File: src/rtl/uart_dma_pkg.sv
package uart_dma_pkg;

   typedef enum logic [1:0] {
      WM_QUARTER = 2'b00,
      WM_HALF    = 2'b01,
      WM_3QTR    = 2'b10,
      WM_RSVD    = 2'b11
   } wmark_e;

   typedef struct packed {
      logic single;
      logic burst;
   } dma_req_t;

endpackage

File: src/rtl/uart_dma_wmark_dec.sv
module uart_dma_wmark_dec
   import uart_dma_pkg::*;
#(
   parameter int DEPTH = 8,
   parameter int CNT_W = $clog2(DEPTH + 1)
) (
   input  wmark_e             sel,
   output logic [CNT_W-1:0]   rx_thr,
   output logic [CNT_W-1:0]   tx_thr
);
   localparam int QTR = DEPTH / 4;
   localparam logic [CNT_W-1:0] THR_Q  = CNT_W'(QTR);
   localparam logic [CNT_W-1:0] THR_H  = CNT_W'(2 * QTR);
   localparam logic [CNT_W-1:0] THR_3Q = CNT_W'(3 * QTR);
   localparam logic [CNT_W-1:0] DEPTH_C = CNT_W'(DEPTH);

   always_comb begin
      unique case (sel)
         WM_QUARTER: rx_thr = THR_Q;
         WM_3QTR:    rx_thr = THR_3Q;
         default:    rx_thr = THR_H;
      endcase
      tx_thr = DEPTH_C - rx_thr;
   end
endmodule

File: src/rtl/uart_dma_err_gate.sv
module uart_dma_err_gate #(
   parameter int NUM_ERR = 4
) (
   input  logic               gate_en,
   input  logic [NUM_ERR-1:0] flags,
   output logic               suppress
);
   always_comb suppress = gate_en & (|flags);
endmodule

File: src/rtl/uart_dma_chan.sv
module uart_dma_chan
   import uart_dma_pkg::*;
#(
   parameter int DEPTH = 8,
   parameter int CNT_W = $clog2(DEPTH + 1),
   parameter bit IS_TX = 1'b0
) (
   input  logic             clk,
   input  logic             rst_n,
   input  logic             en,
   input  logic             suppress,
   input  logic             ack,
   input  logic [CNT_W-1:0] count,
   input  logic [CNT_W-1:0] thr,
   output dma_req_t         req
);
   localparam logic [CNT_W-1:0] DEPTH_C = CNT_W'(DEPTH);

   logic [CNT_W-1:0] avail;
   dma_req_t         req_d;

   generate
      if (IS_TX) begin : g_space
         always_comb avail = (count >= DEPTH_C) ? '0 : (DEPTH_C - count);
      end else begin : g_data
         always_comb avail = (count > DEPTH_C) ? DEPTH_C : count;
      end
   endgenerate

   always_comb begin
      req_d = '0;
      if (en && !suppress && !ack) begin
         req_d.burst  = (avail >= thr);
         req_d.single = (avail != '0) && (avail < thr);
      end
   end

   always_ff @(posedge clk) begin
      if (!rst_n) req <= '0;
      else        req <= req_d;
   end
endmodule

File: src/rtl/uart_dma_req.sv
module uart_dma_req
   import uart_dma_pkg::*;
#(
   parameter int DEPTH   = 8,
   parameter int NUM_ERR = 4,
   parameter int CNT_W   = $clog2(DEPTH + 1)
) (
   input  logic               clk,
   input  logic               rst_n,
   input  logic               rx_dma_en,
   input  logic               tx_dma_en,
   input  logic               err_gate_en,
   input  logic [1:0]         wmark_sel,
   input  logic [CNT_W-1:0]   rx_count,
   input  logic [CNT_W-1:0]   tx_count,
   input  logic [NUM_ERR-1:0] err_flags,
   input  logic               rx_ack,
   input  logic               tx_ack,
   output logic               rx_single_req,
   output logic               rx_burst_req,
   output logic               tx_single_req,
   output logic               tx_burst_req
);
   generate
      if (DEPTH < 4 || (DEPTH % 4) != 0) begin : g_bad_depth
         $error("uart_dma_req: DEPTH must be a multiple of 4, at least 4");
      end
      if (NUM_ERR < 1) begin : g_bad_err
         $error("uart_dma_req: NUM_ERR must be at least 1");
      end
      if (CNT_W < $clog2(DEPTH + 1)) begin : g_bad_cnt
         $error("uart_dma_req: CNT_W too narrow for DEPTH");
      end
   endgenerate

   logic [CNT_W-1:0] rx_thr, tx_thr;
   logic             rx_supp;
   dma_req_t         rx_req, tx_req;

   uart_dma_wmark_dec #(.DEPTH(DEPTH), .CNT_W(CNT_W)) i_wmark (
      .sel    (wmark_e'(wmark_sel)),
      .rx_thr (rx_thr),
      .tx_thr (tx_thr)
   );

   uart_dma_err_gate #(.NUM_ERR(NUM_ERR)) i_gate (
      .gate_en  (err_gate_en),
      .flags    (err_flags),
      .suppress (rx_supp)
   );

   uart_dma_chan #(.DEPTH(DEPTH), .CNT_W(CNT_W), .IS_TX(1'b0)) i_rx (
      .clk      (clk),
      .rst_n    (rst_n),
      .en       (rx_dma_en),
      .suppress (rx_supp),
      .ack      (rx_ack),
      .count    (rx_count),
      .thr      (rx_thr),
      .req      (rx_req)
   );

   uart_dma_chan #(.DEPTH(DEPTH), .CNT_W(CNT_W), .IS_TX(1'b1)) i_tx (
      .clk      (clk),
      .rst_n    (rst_n),
      .en       (tx_dma_en),
      .suppress (1'b0),
      .ack      (tx_ack),
      .count    (tx_count),
      .thr      (tx_thr),
      .req      (tx_req)
   );

   always_comb begin
      rx_single_req = rx_req.single;
      rx_burst_req  = rx_req.burst;
      tx_single_req = tx_req.single;
      tx_burst_req  = tx_req.burst;
   end
endmodule

File: config.mk
export PLATFORM = sky130hd
export DESIGN_NAME = uart_dma_req
export DESIGN_NICKNAME = d
export VERILOG_FILES = /design/src/rtl/uart_dma_pkg.sv /design/src/rtl/uart_dma_wmark_dec.sv /design/src/rtl/uart_dma_err_gate.sv /design/src/rtl/uart_dma_chan.sv /design/src/rtl/uart_dma_req.sv
export SDC_FILE = /design/constraint.sdc
export NUM_CORES = 1
export LEC_CHECK = 0
export BUFFER_PORTS_ARGS = -buffer_cell sky130_fd_sc_hd__buf_4
export CELL_PAD_IN_SITES_DETAIL_PLACEMENT = 0
export CELL_PAD_IN_SITES_GLOBAL_PLACEMENT = 1
export CORE_UTILIZATION = 32
export CTS_BUF_LIST = sky130_fd_sc_hd__clkbuf_2
export DETAILED_ROUTE_END_ITERATION = 8
export GPL_ROUTABILITY_DRIVEN = 0
export GPL_TIMING_DRIVEN = 0
export PLACE_DENSITY_LB_ADDON = 0.1
export SLEW_MARGIN = 20
export SYNTH_ARGS = -nofsm -noshare
export SYNTH_HDL_FRONTEND = slang
export SYNTH_HIERARCHICAL = 1
export SYNTH_SLANG_ARGS = --single-unit
File: constraint.sdc
create_clock -name clk -period 1.8 [get_ports clk]
set_input_delay 0.09 -clock clk [delete_from_list [all_inputs] [get_ports clk]]
set_output_delay 0.09 -clock clk [all_outputs]
set_load 0.02 [all_outputs]
; ---- Word-level counts from Yosys, hierarchy flattened
; Cells that the tools add are included.
[op_classes]
n_addsub = 2
magnitude_cmp = 6
n_eq_ne = 1
muxes = 3
bitwise_logic = 1
n_reduce_logical = 14
[op_table]
columns = cell, count
row1 = 4-bit 2-to-1 mux, 2
row2 = 4-bit nonzero test, 2
row3 = 3-bit case mux with 2 select lines, 1
row4 = 1-bit logical AND, 5
row5 = 4-bit by 3-bit greater-or-equal comparator with 1-bit output, 1
row6 = 4-bit greater-or-equal comparator, 1
row7 = "4-bit greater-or-equal comparator, second input constant", 1
row8 = "4-bit > comparator, second input constant", 1
row9 = 4-bit by 3-bit < comparator with 1-bit output, 1
row10 = 4-bit < comparator, 1
row11 = 2-bit AND reduction, 2
row12 = 4-bit OR reduction, 1
row13 = "4-bit by 3-bit subtractor with 4-bit output, first input constant", 1
row14 = "4-bit subtractor, first input constant", 1
row15 = 1-bit zero test, 3
row16 = "2-bit == test, second input constant", 1
row17 = 2-bit zero test, 1
row18 = 1-bit bitwise AND, 1
[word_totals]
register_bits = 4
inputBits = 21
output_inout_bits = 4
word_cells = 31

; ---- Longest topological paths before layout
[logic_depth]
ltp_word = 6
ltp_mapped = 7

; ---- Hierarchy
; Netlist, hierarchy kept.
[modules_own_cells]
columns = module, instances, cells_each, area_each_um2
row1 = uart_dma_chan (i_tx), 1, 28, 242.7
row2 = uart_dma_chan (i_rx), 1, 21, 186.4
row3 = uart_dma_wmark_dec, 1, 9, 57.6
row4 = uart_dma_err_gate, 1, 1, 11.3
row5 = uart_dma_req, 1, 1, 3.8

; ---- Worst setup path before layout
; OpenSTA, ideal clock, no wires.
[synth_path]
kind = input port to flip-flop
start = input port tx_count[0]
end = register i_tx/req[1] (netlist name)
setup_time_ns = 0.061
t_arrival_ns = 1.261
t_required_ns = 1.739
slack_ns = 0.478
cell_stages = 7
path_buffers = 0
cell_sequence = inv_1 > ha_1 > nor2b_1 > ha_1 > nor2b_1 > o211ai_1 > and4_1
[synth_via]
elab_chain_len = 4
elab_cells_between_ends = 6
[synth_rtl]
columns = item, line
row1 = "start, declared", uart_dma_req.sv:15  ; input logic [CNT_W-1:0] tx_count,
row2 = 4-bit subtractor or 4-bit greater-or-equal comparator (tied branches), uart_dma_chan.sv:24  ; always_comb avail = (count >= DEPTH_C) ? '0 : (DEPTH_C - count);
row3 = 4-bit 2-to-1 mux *, uart_dma_chan.sv:24
row4 = 4-bit < comparator or 4-bit nonzero test (tied branches), uart_dma_chan.sv:34  ; req_d.single = (avail != '0) && (avail < thr);
row5 = 1-bit logical AND *, uart_dma_chan.sv:34
row6 = "end signal, assigned", uart_dma_chan.sv:40  ; else req <= req_d;
row7 = "end, declared", uart_dma_chan.sv:15  ; output dma_req_t req
; Every way passes the cells marked *; elsewhere a longest branch is shown, timed or not.
; A chain may end at the register's enable or synchronous reset.

; ---- Worst setup path after layout
; Same ends and word-level chain as after synthesis.

==> impl_metrics.env <==
export IMPL_synth_area_top_cells="ha_1 22%, dfxtp_1 16%, buf_4 7.5%"
export IMPL_seq_area_um2=80.08
export IMPL_grt_pass1_vias=442
export IMPL_drc_errors=0
export IMPL_drive_above_1_share_pct=37.78
export IMPL_critPathKind="primary input to register"
export IMPL_ctsHoldBuffers=0
export IMPL_cts_resized_gates=0
export IMPL_antenna_found_initial=0
export IMPL_wl_um=927
export IMPL_hold_start="rx_ack"
export IMPL_ys_types=23
export IMPL_numCtsBuffers=3
export IMPL_drv_cap=0
export IMPL_pwr_share_clk_pct=27.1
export IMPL_crit_path_max_incr_delay_ns=0.30
export IMPL_async_flop_share_pct=0
export IMPL_syn2layout_area_growth_pct=44.89
export IMPL_seq_power_share_pct=32.5
export IMPL_synth_ff_type="dfxtp_1"
export IMPL_yosysWarnings=6
export IMPL_slew_violations=0
export IMPL_hpwlAfterDp_um=851.8
export IMPL_start_kind="primary input"
export IMPL_switching_power_uw=77.49
export IMPL_setup_viol=0
export IMPL_core_area_um2=1383
export IMPL_die_h_um=41.60
export IMPL_ios=25
export IMPL_fp_dieW_um=41.60
export IMPL_cp_cell_sequence="buf_4, inv_1, ha_1, nor2b_1, ha_1, nor2b_1, o211ai_1, and4_1"
export IMPL_peakVddDrop_mv=0.1081
export IMPL_cts_sinks=4
export IMPL_h_tree_depth=1
export IMPL_n_antenna_cell=0
export IMPL_grt_max_degree=6
export IMPL_min_path_type="primary input to register"
export IMPL_timing_setup_tns_ns=0
export IMPL_syn_area_um2=501.7
export IMPL_critPathTopFamily="adder cells"
export IMPL_sw_frac_of_total_pct=27.65
export IMPL_avgSynthCellArea_um2=8.362
export IMPL_rsz0062_at_grt="no"
export IMPL_cp_max_fo=4
export IMPL_n_fill_cell=141
export IMPL_post_route_period_util_pct=74.98
export IMPL_critPathSlowestCell="ha_1"
export IMPL_fmaxAchievable_mhz=741.0
export IMPL_finalHoldViolations=0
export IMPL_hold_path_depth=3
export IMPL_grt_use_total_pct=12.29
export IMPL_path_buf_inv=2
export IMPL_dieArea_um2=1730
export IMPL_cts_tree="built"
export IMPL_via_count=479
export IMPL_internal_power_uw=202.7
export IMPL_synth_edf_count=0
export IMPL_initial_utilization_pct=36.29
export IMPL_final_net_count=122
export IMPL_overflow=0
export IMPL_synth_cells=60
export IMPL_p_leak_nw=0.4003
export IMPL_whs_endpoint="i_rx/req[0]$_SDFF_PN0_"
export IMPL_clkSlewWorstSetupHoldPaths_ns=0.04
export IMPL_clk_path_buf_depth=2
export IMPL_ant_nets=0
export IMPL_routedWlPerCell_um=8.829
export IMPL_seq_area_frac_synth_pct=15.96
export IMPL_grt_pass1_wl_um=1649
export IMPL_row_count=13
export IMPL_synth_top_area_cell="ha_1"
export IMPL_port_buffers=24
export IMPL_period_needed_ns=1.350
export IMPL_synth_top_area_share_pct=22.44
export IMPL_combPwrFrac_pct=40.4
export IMPL_cts_setup_buffers=0
export IMPL_first_pass_iters=2
export IMPL_holdWs_ns=0.2216
export IMPL_drt_initial_drc_count=8
export IMPL_required_ns=1.93
export IMPL_multi_input_area_um2=361.6
export IMPL_power_density_nw_per_um2=385.5
export IMPL_ys_ff_latch=4
export IMPL_cp_arrival_ns=1.48
export IMPL_end_kind="register"
export IMPL_root_buffer="clkbuf_2"
export IMPL_outcome="complete, no violations"
export IMPL_avgViaCountPerCell=4.562
[flip-flops by register name, indices dropped and copies added, names as in the netlist]
signal	cells
i_rx/req	2
i_tx/req	2
[metal layers]
layer,wire length (µm),track usage (%)
met1,430,14.74
met2,405,18.13
met3,86,6.087
met4,6,5.806
met5,0,0
[layout by cell type (no fill, tap or decap), types with 2 or more instances in the layout]
cell type and instances:
ha_1 9, clkbuf_2 3, nand4_1 2, conb_1 5, buf_4 29, o211ai_1 2, nor2b_1 5, nor2_1 3
a21oi_1 2, dfxtp_1 4, a31oi_1 2, nand2b_1 3, nand4bb_1 2, inv_1 9
[power groups by stage]
stage / Sequential (mW) / Clock (mW) / Combinational, mW
3_5_place_dp: 0.0925 / 0 / 0.112
2_1_floorplan: 0.0947 / 0 / 0.0585
3_3_place_gp: 0.0925 / 0 / 0.113
6_report: 0.0911 / 0.0759 / 0.113
4_1_cts: 0.0911 / 0.0801 / 0.114
5_1_grt: 0.0909 / 0.0901 / 0.129
[cells by family after synthesis]
| logic type | Yosys count | synth area share (%) |
|---|---|---|
| other | 2 | 1.497 |
| buffers and inverters | 14 | 14.21 |
| and+or+nand+nor | 22 | 32.67 |
| xor gates and xnor gates | 1 | 1.746 |
| adders and majority gates | 9 | 22.44 |
| AOI/OAI and AO/OA | 8 | 11.47 |
| DFF | 4 | 15.96 |
[Yosys cell counts (2+ instances only)]
cell type,n
nor2_1,3
ha_1,9
a21oi_1,2
nor2b_1,5
inv_1,9
a31oi_1,2
o211ai_1,2
nand4_1,2
nand2b_1,3
conb_1,2
dfxtp_1,4
nand4bb_1,2
buf_4,5
[final cells by class]
class                   instances  area share [%]
inverters                       9           4.647
well taps                      15           2.582
clock buffers                   3           2.065
plain buffers                   5           5.164
repair buffers                 24           24.78
multi-input cells              45           49.74
flip-flops and latches          4           11.02
[worst max path at each step]
| stage | start | to | slack (ns) | cells past startpoint |
|---|---|---|---|---|
| 3_3_place_gp | tx_count[0] | i_tx/req[1]$_SDFF_PN0_ | 0.27 | 8 |
| 3_5_place_dp | tx_count[1] | i_tx/req[1]$_SDFF_PN0_ | 0.26 | 8 |
| 5_1_grt | tx_count[0] | i_tx/req[1]$_SDFF_PN0_ | 0.39 | 8 |
| 4_1_cts | tx_count[0] | i_tx/req[1]$_SDFF_PN0_ | 0.47 | 8 |
| 2_1_floorplan | tx_count[0] | i_tx/req[1]$_SDFF_PN0_ | 0.48 | 7 |
| 6_report | tx_count[0] | i_tx/req[1]$_SDFF_PN0_ | 0.45 | 8 |
[stage by stage]
stage               setup slack (ns)  instances  power, mW  utilization [%]  cell area (µm²)
finish                        0.4504        105     0.2802            52.58            726.9
global route                  0.3884        105     0.3096            52.58            726.9
CTS                           0.4693        105     0.2849            52.58            726.9
detailed placement            0.2633        102     0.2050            51.49            711.9
global placement              0.2676        102     0.2052            51.49            711.9
floorplan                     0.4781         63     0.1533                -            513.0
(Power assumes the default switching activity.)
